<file path="src/rtl/pnp_key_pkg.sv">
package pnp_key_pkg;

    typedef enum logic [1:0] {
        ST_WAIT   = 2'b00,
        ST_SLEEP  = 2'b01,
        ST_CONFIG = 2'b10
    } pnp_state_e;

    localparam logic [7:0] KEY_SEED = 8'h6A;
    localparam logic [7:0] EXT_BYTE = 8'h9C;

    // One step of the key shift register: shift right, feed bit0^bit1 into bit 7.
    function automatic logic [7:0] key_step(input logic [7:0] cur);
        return {cur[0] ^ cur[1], cur[7:1]};
    endfunction

endpackage

</file>
<file path="src/rtl/pnp_key_qualify.sv">
module pnp_key_qualify #(
    parameter int          ADDR_W   = 12,
    parameter logic [11:0] KEY_PORT = 12'h279
) (
    input  logic              wr_stb,
    input  logic              aen,
    input  logic [ADDR_W-1:0] addr,
    output logic              key_wr
);
    localparam logic [ADDR_W-1:0] PORT = ADDR_W'(KEY_PORT);

    always_comb key_wr = wr_stb && !aen && (addr == PORT);
endmodule

</file>
<file path="src/rtl/pnp_key_tracker.sv">
module pnp_key_tracker
    import pnp_key_pkg::*;
#(
    parameter int KEY_LEN = 32
) (
    input  logic       clk,
    input  logic       rst,
    input  logic       key_wr,
    input  logic       armed,
    input  logic       sw_mode,
    input  logic [7:0] wdata,
    output logic       hit_key,
    output logic       hit_ext
);
    localparam int CNT_W = $clog2(KEY_LEN + 1);
    localparam logic [CNT_W-1:0] TAIL = CNT_W'(KEY_LEN);
    localparam logic [CNT_W-1:0] LAST = CNT_W'(KEY_LEN - 1);

    logic [CNT_W-1:0] cnt;
    logic [7:0]       expect_q;
    logic             take;
    logic             byte_ok;

    always_comb begin
        take    = key_wr && armed;
        byte_ok = take && (cnt < TAIL) && (wdata == expect_q);
        hit_key = byte_ok && (cnt == LAST);
        hit_ext = take && sw_mode && (cnt == TAIL) && (wdata == EXT_BYTE);
    end

    always_ff @(posedge clk) begin
        if (rst) begin
            cnt      <= '0;
            expect_q <= KEY_SEED;
        end else if (take) begin
            if (hit_key) begin
                cnt      <= sw_mode ? TAIL : '0;
                expect_q <= KEY_SEED;
            end else if (byte_ok) begin
                cnt      <= cnt + 1'b1;
                expect_q <= key_step(expect_q);
            end else if (hit_ext) begin
                cnt      <= '0;
                expect_q <= KEY_SEED;
            end else if (wdata == KEY_SEED) begin
                cnt      <= CNT_W'(1);
                expect_q <= key_step(KEY_SEED);
            end else begin
                cnt      <= '0;
                expect_q <= KEY_SEED;
            end
        end
    end
endmodule

</file>
<file path="src/rtl/pnp_key_fsm.sv">
module pnp_key_fsm
    import pnp_key_pkg::*;
#(
    parameter int          ADDR_W     = 12,
    parameter logic [11:0] RDP_PRESET = 12'h203
) (
    input  logic              clk,
    input  logic              rst,
    input  logic              mode_pnp,
    input  logic [4:0]        sw_sel,
    input  logic              hit_key,
    input  logic              hit_ext,
    output logic              armed,
    output logic              sw_mode,
    output pnp_state_e        state,
    output logic              prog_en,
    output logic [ADDR_W-1:0] rd_port
);
    always_comb armed = (state == ST_WAIT);

    always_ff @(posedge clk) begin
        if (rst) begin
            sw_mode <= !mode_pnp && (&sw_sel);
            state   <= ST_WAIT;
            prog_en <= 1'b0;
            rd_port <= '0;
        end else if (armed) begin
            if (hit_ext) begin
                state   <= ST_CONFIG;
                prog_en <= 1'b1;
                rd_port <= ADDR_W'(RDP_PRESET);
            end else if (hit_key && !sw_mode) begin
                state <= ST_SLEEP;
            end
        end
    end
endmodule

</file>
<file path="src/rtl/pnp_key_detector.sv">
module pnp_key_detector
    import pnp_key_pkg::*;
#(
    parameter int          ADDR_W     = 12,
    parameter int          KEY_LEN    = 32,
    parameter logic [11:0] KEY_PORT   = 12'h279,
    parameter logic [11:0] RDP_PRESET = 12'h203
) (
    input  logic              clk,
    input  logic              rst,
    input  logic              wr_stb,
    input  logic              aen,
    input  logic [ADDR_W-1:0] addr,
    input  logic [7:0]        wdata,
    input  logic              mode_pnp,
    input  logic [4:0]        sw_sel,
    output logic [1:0]        state_o,
    output logic              prog_en,
    output logic [ADDR_W-1:0] rd_port
);
    logic       key_wr;
    logic       armed;
    logic       sw_mode;
    logic       hit_key;
    logic       hit_ext;
    pnp_state_e state;

    pnp_key_qualify #(.ADDR_W(ADDR_W), .KEY_PORT(KEY_PORT)) u_qual (
        .wr_stb (wr_stb),
        .aen    (aen),
        .addr   (addr),
        .key_wr (key_wr)
    );

    pnp_key_tracker #(.KEY_LEN(KEY_LEN)) u_track (
        .clk     (clk),
        .rst     (rst),
        .key_wr  (key_wr),
        .armed   (armed),
        .sw_mode (sw_mode),
        .wdata   (wdata),
        .hit_key (hit_key),
        .hit_ext (hit_ext)
    );

    pnp_key_fsm #(.ADDR_W(ADDR_W), .RDP_PRESET(RDP_PRESET)) u_fsm (
        .clk      (clk),
        .rst      (rst),
        .mode_pnp (mode_pnp),
        .sw_sel   (sw_sel),
        .hit_key  (hit_key),
        .hit_ext  (hit_ext),
        .armed    (armed),
        .sw_mode  (sw_mode),
        .state    (state),
        .prog_en  (prog_en),
        .rd_port  (rd_port)
    );

    always_comb state_o = state;
endmodule

</file>
<file path="config.mk">
export PLATFORM = sky130hd
export DESIGN_NAME = pnp_key_detector
export DESIGN_NICKNAME = d
export VERILOG_FILES = /design/src/rtl/pnp_key_pkg.sv /design/src/rtl/pnp_key_qualify.sv /design/src/rtl/pnp_key_tracker.sv /design/src/rtl/pnp_key_fsm.sv /design/src/rtl/pnp_key_detector.sv
export SDC_FILE = /design/constraint.sdc
export NUM_CORES = 1
export LEC_CHECK = 0
export BUFFER_PORTS_ARGS = -buffer_cell sky130_fd_sc_hd__buf_2
export CAP_MARGIN = 0
export CORE_MARGIN = 2
export CORE_UTILIZATION = 48
export CTS_CLUSTER_DIAMETER = 200
export DETAILED_ROUTE_END_ITERATION = 8
export PLACE_DENSITY = 0.75
export SLEW_MARGIN = 40
export SYNTH_ARGS = -nofsm -noshare
export SYNTH_HDL_FRONTEND = slang
export SYNTH_SLANG_ARGS = --single-unit
</file>
<file path="constraint.sdc">
create_clock -name clk -period 1.95 [get_ports clk]
set_input_delay 0.0975 -clock clk [delete_from_list [all_inputs] [get_ports clk]]
set_output_delay 0.0975 -clock clk [all_outputs]
set_load 0.01 [all_outputs]
</file>
Word level (Yosys, flattened, before mapping):

Index checks and enable logic that the tools add are counted.

* register bits: 19
* bits of input ports: 30
* output and inout port bits: 15
* logic and storage cells: 45

* add/subtract/negate cells: 1
* order comparisons: 1
* equality and inequality tests: 6
* muxes and demuxes: 11
* bitwise gates (word level): 1
* reduce and logical (&&, ||, !) cells: 19

Operators with widths (number)
* $mux 8: 4
* $mux 6: 4
* $eq 12x10->1 const B: 1
* $logic_and 1x1->1: 11
* $eq 8x7->1 const B: 1
* $eq 8x8->1: 1
* $eq 8x8->1 const B: 1
* $add 6x1->6 const B: 1
* $eq 6x5->1 const B: 1
* $eq 6x6->1 const B: 1
* $lt 6x6->1 const B: 1
* $reduce_and 5->1: 1
* $mux 2: 2
* $reduce_and 2->1: 2
* $logic_not 1->1: 3
* $logic_not 2->1: 1
* $reduce_bool 2->1: 1
* $mux 1: 1
* $xor 1x1->1: 1

Longest topological paths before layout:

* word-level depth: 10
* depth in mapped cells: 7
* gate-level depth less buffers: 7

Hierarchy:

Synthesis repeated with hierarchy kept, for this count alone.

* cells, all modules: 133
* area total of the unflattened synthesis: 1164.9 sq um

Modules (own cells, without submodules)
* pnp_key_tracker: instances 1, cells an instance 99, area an instance 863.3 sq um, sequential area each 280.3 sq um
* pnp_key_fsm: instances 1, cells an instance 29, area an instance 252.7 sq um, sequential area each 90.1 sq um
* pnp_key_qualify: instances 1, cells an instance 5, area an instance 48.8 sq um, sequential area each 0.0 sq um

Worst setup path after synthesis:

No wires, ideal clock.

* kind: reg2reg
* start: register u_track.expect_q[7]
* end: register u_track.expect_q[7]
* setup time: 96 ps
* arrival: 1520 ps
* data required time: 1854 ps
* setup slack: 335 ps
* stages on the path, launching flop included: 7
* buffers on the path: 1
* period minus slack after synthesis: 1615 ps
* cell sequence: dfxtp_1 xor2_1 nor4_4 and3_1 buf_6 a21oi_4 o41ai_2

* cells in the longest elaborated chain, start to end: 4
* elaborated cells on any way between the ends: 5
* those cells by class: 1 x eq/ne; 2 x mux; 2 x reduce/logical

RTL lines
* from (decl): RTL line pnp_key_tracker.sv:20 `logic [7:0] expect_q;`
* from (signal assigned): RTL line pnp_key_tracker.sv:41 `expect_q <= key_step(expect_q);`
* from (signal assigned): RTL line pnp_key_tracker.sv:47 `expect_q <= key_step(KEY_SEED);`
* $eq 8x8->1 *: RTL line pnp_key_tracker.sv:26 `byte_ok = take && (cnt < TAIL) && (wdata == expect_q);`
* $logic_and 1x1->1 *: RTL line pnp_key_tracker.sv:26
* $mux 8 / $logic_and 1x1->1 (equally long branches): RTL line pnp_key_tracker.sv:39, pnp_key_tracker.sv:27
* $mux 8 *: RTL line pnp_key_tracker.sv:36 `if (hit_key) begin`

Mark *: on every way between the ends. The rest lies on a longest branch, timed or not.
A chain may end at the register's enable or synchronous reset.

Worst setup path after layout:

* start: register u_fsm.state[1]
* end: register u_track.cnt[4]

* cells in the longest elaborated chain, start to end: 6
* elaborated cells on any way between the ends: 7
* those cells by class: 2 x mux; 5 x reduce/logical

RTL lines
* from (decl): RTL line pnp_key_fsm.sv:15 `output pnp_state_e state,`
* from (signal assigned): RTL line pnp_key_fsm.sv:24 `state <= ST_WAIT;`
* from (signal assigned): RTL line pnp_key_fsm.sv:29 `state <= ST_CONFIG;`
* from (signal assigned): RTL line pnp_key_fsm.sv:33 `state <= ST_SLEEP;`
* $logic_not 2->1 *: RTL line pnp_key_fsm.sv:19 `always_comb armed = (state == ST_WAIT);`
* $logic_and 1x1->1 *: RTL line pnp_key_tracker.sv:25 `take = key_wr && armed;`
* $logic_and 1x1->1 (2 in series): RTL line pnp_key_tracker.sv:26
* $mux 6 / $logic_and 1x1->1 (equally long branches): RTL line pnp_key_tracker.sv:39, pnp_key_tracker.sv:27
* $mux 6: RTL line pnp_key_tracker.sv:36
* to (signal assigned): RTL line pnp_key_tracker.sv:37 `cnt <= sw_mode ? TAIL : '0;`
* to (signal assigned): RTL line pnp_key_tracker.sv:40 `cnt <= cnt + 1'b1;`
* to (decl): RTL line pnp_key_tracker.sv:19 `logic [CNT_W-1:0] cnt;`

Marked as above.

==> results.toml <==
[outcome]
status = "completed"

[layout]
stdcell_count = 196
antenna_cells = 0
drive_gt1_share_pct = 29.2
areaGrowthSynthToFinish_pct = 15.9
fin_nets = 201

[routing]
num_vias = 1096
drt_first_pass_iters = 4
ant_nets = 0
drc = 0
vias_per_cell = 5.59
wl_per_cell_um = 14.3
wl_mm = 2.80
drt_iter0_drc = 46

[job]
maxCapViolCount = 0

[global_route]
grt_max_degree = 20
grt_first_pass_wirelength_mm = 4.42
overflow = 0
grt_pass1_vias = 979
grt_use_total_pct = 21.6
antenna_found_initial = 0

[clock_tree]
cts_root_buf = "clkbuf_4"
clkSinkCount = 18
ctsHtreeMaxLevel = 1
clkTransAtPathRegs_ps = 100
worstSkewPairLatency_ps = 290
clockBufferDepth = 2
cts_tree = "yes"
numCtsBuffers = 3
cts-hold-fix-buffers = 0

[logic_synthesis]
yosysTopAreaCell = "dfxtp_1"
ys.flop_type = "dfxtp_1"
syn_inst = 135
yosys_warnings = 0
synth_edf_count = 1
synth.distinct_cells = 44
avgSynthCellArea_um2 = 8.60
ys_ff_latch = 18
syn_area_mm2 = 0.00116
synthArstFlopShare_pct = 0
synth_top_area_share_pct = 29.3
synth-seq-area-share_pct = 31.9
synth_area_leaders = "dfxtp_1 29%, buf_4 7.8%, xor2_1 6.8%"

[worst_setup_path]
reg2reg_depth = 6
r2r_slack_ps = 90
cp_max_fo = 11
r2r_start = "u_fsm.state[1]"
crit_type = "flop to flop"
rr_endpoint = "u_track.cnt[4]"
cp_data_arrival_time_ps = 2060
worstSetupEndpointType = "flop"
startpoint_type = "flop"
critPathRequiredTime_ps = 2140

[die]
die_width_um = 53.2
dieHeight_um = 53.2
io_pins = 45
start_util_pct = 51.5
core-area_mm2 = 0.00225
placementRows = 17
die_area_mm2 = 0.00283

[worst_hold_path]
min_from = "mode_pnp"
hp-class = "input pin to flop"
min_to = "u_fsm.sw_mode"
min_path_cells = 2

[place]
routabilityCongestion = 0.961
port_buffers = 35
pre_cts_slack_ps = 94.1
dp.final_hpwl_mm = 2.19
dpl.cell_count = 191

[pwr]
switching_share_pct = 24.1
leakage_nw = 0.532
power.density_mw_per_mm2 = 475
p_switching_mw = 0.154
ir_drop_mv = 0.319
pwr-share-clk_pct = 29.8
p_int_mw = 0.485
combPwrFrac_pct = 11.8
seq_power_share_pct = 58.3

[sta]
setup_viol = 0
drv_slew = 0
final-hold-violation-count = 0
fin_skew_ps = 3.60
min_period_ps = 1860
timing.fmax_mhz = 536
timing.final.crit_share_pct = 95.6
rsz0062_at_grt = "false"
setup-tns-final_ps = 0
fin_ws_ps = 85.2
[worst max-delay path: stages (launching register included)]
cell	delay, ps
dfxtp_1	350
nor4b_1	320
nand4_1	290
buf_4	280
clkinv_1	170
a21boi_0	130
o21ba_2	220
[synth_stat cells (all sizes together) (3+ instances only)]
cell type,number
inv,4
xor2,9
o31ai,4
nor2,14
or3,3
nor3,3
o2bb2ai,3
dfxtp,17
nand3,5
a211oi,3
a21oi,9
nor4b,3
buf,15
nand2,8
nor4,3
nand4,7
[how the worst max path moves through the flow]
stage | end | slack, ps | start
after floorplan | u_track.expect_q[7] | 330 | u_track.expect_q[7]
after global placement | u_track.expect_q[4] | 160 | u_track.expect_q[7]
after detailed placement | u_track.expect_q[7] | 90 | u_track.expect_q[7]
after CTS | u_track.cnt[0] | 80 | u_track.expect_q[1]
after global routing | u_track.cnt[4] | 30 | u_fsm.state[1]
final | u_track.cnt[4] | 90 | u_fsm.state[1]
[logic make-up after synthesis]
kind of cell | count (synthesis) | share of synthesized area (%)
AO/OA/AOI/OAI | 27 | 18.0
adder cells (fa/ha/maj) | 2 | 2.15
other | 1 | 0.323
buffers and inverters | 22 | 11.7
flip-flops | 18 | 31.9
AND/OR/NAND/NOR | 56 | 29.1
XOR/XNOR | 9 | 6.79
[power groups by stage]
stage                     logic [mW]  registers, mW  clock network, mW
after floorplan               0.0480          0.381                  0
after global placement        0.0691          0.381                  0
after detailed placement      0.0718          0.381                  0
after CTS                     0.0719          0.373              0.195
after global routing          0.0831          0.373              0.217
final                         0.0757          0.373              0.191
[through the flow]
step	area (µm²)	hold slack (ps)	power, mW	utilization, %
global placement	1300	381	0.450	57.6
CTS	1330	74.5	0.640	58.8
detailed placement	1300	394	0.453	57.6
global route	1350	63.4	0.673	59.7
floorplan	1190	210	0.429	-
finish	1350	74.6	0.639	59.7
[flip-flops by register name, indices dropped and copies added, names as in the netlist]
signal,cells
u_fsm.state,2
u_track.cnt,6
u_track.expect_q,8
u_fsm.sw_mode,1
u_fsm.prog_en,1
[cell type report]
| type | count | area [µm²] |
|---|---|---|
| clock buffers | 4 | 26.3 |
| fillers | 214 | 908 |
| inverters | 5 | 18.8 |
| multi-input cells | 103 | 698 |
| flip-flops and latches | 18 | 370 |
| well taps | 28 | 35.0 |
| repair buffers | 38 | 198 |
[placed cells by master (no fill, tap or decap), drive strengths merged, types with 2 or more instances in the layout]
cell type   n
nor4        3
dfxtp      17
nand4b      2
conb        9
a21oi       9
clkbuf      4
o2bb2ai     3
nor4b       3
xor2        9
nor2       14
o31ai       4
nand3       5
nand4       7
nor4bb      2
nor3        3
or3         3
nand2       8
ha          2
a211oi      3
inv         4
buf        38
[metal layers]
metal / wire length (µm) / up-vias / track usage, %
met5: 0 / - / 0
met4: 41 / 0 / 6.41
met3: 211 / 7 / 5.93
met2: 1430 / 62 / 36.3
met1: 1120 / 486 / 26.8
li1: - / 541 / -
[repair_timing]
| item | CTS | global route |
|---|---|---|
| setup buffers | 0 | 1 |
| setup endpoints to repair | 0 | 4 |
| resized for setup | 0 | 3 |
Note: power is estimated with default switching activity, not from simulation.
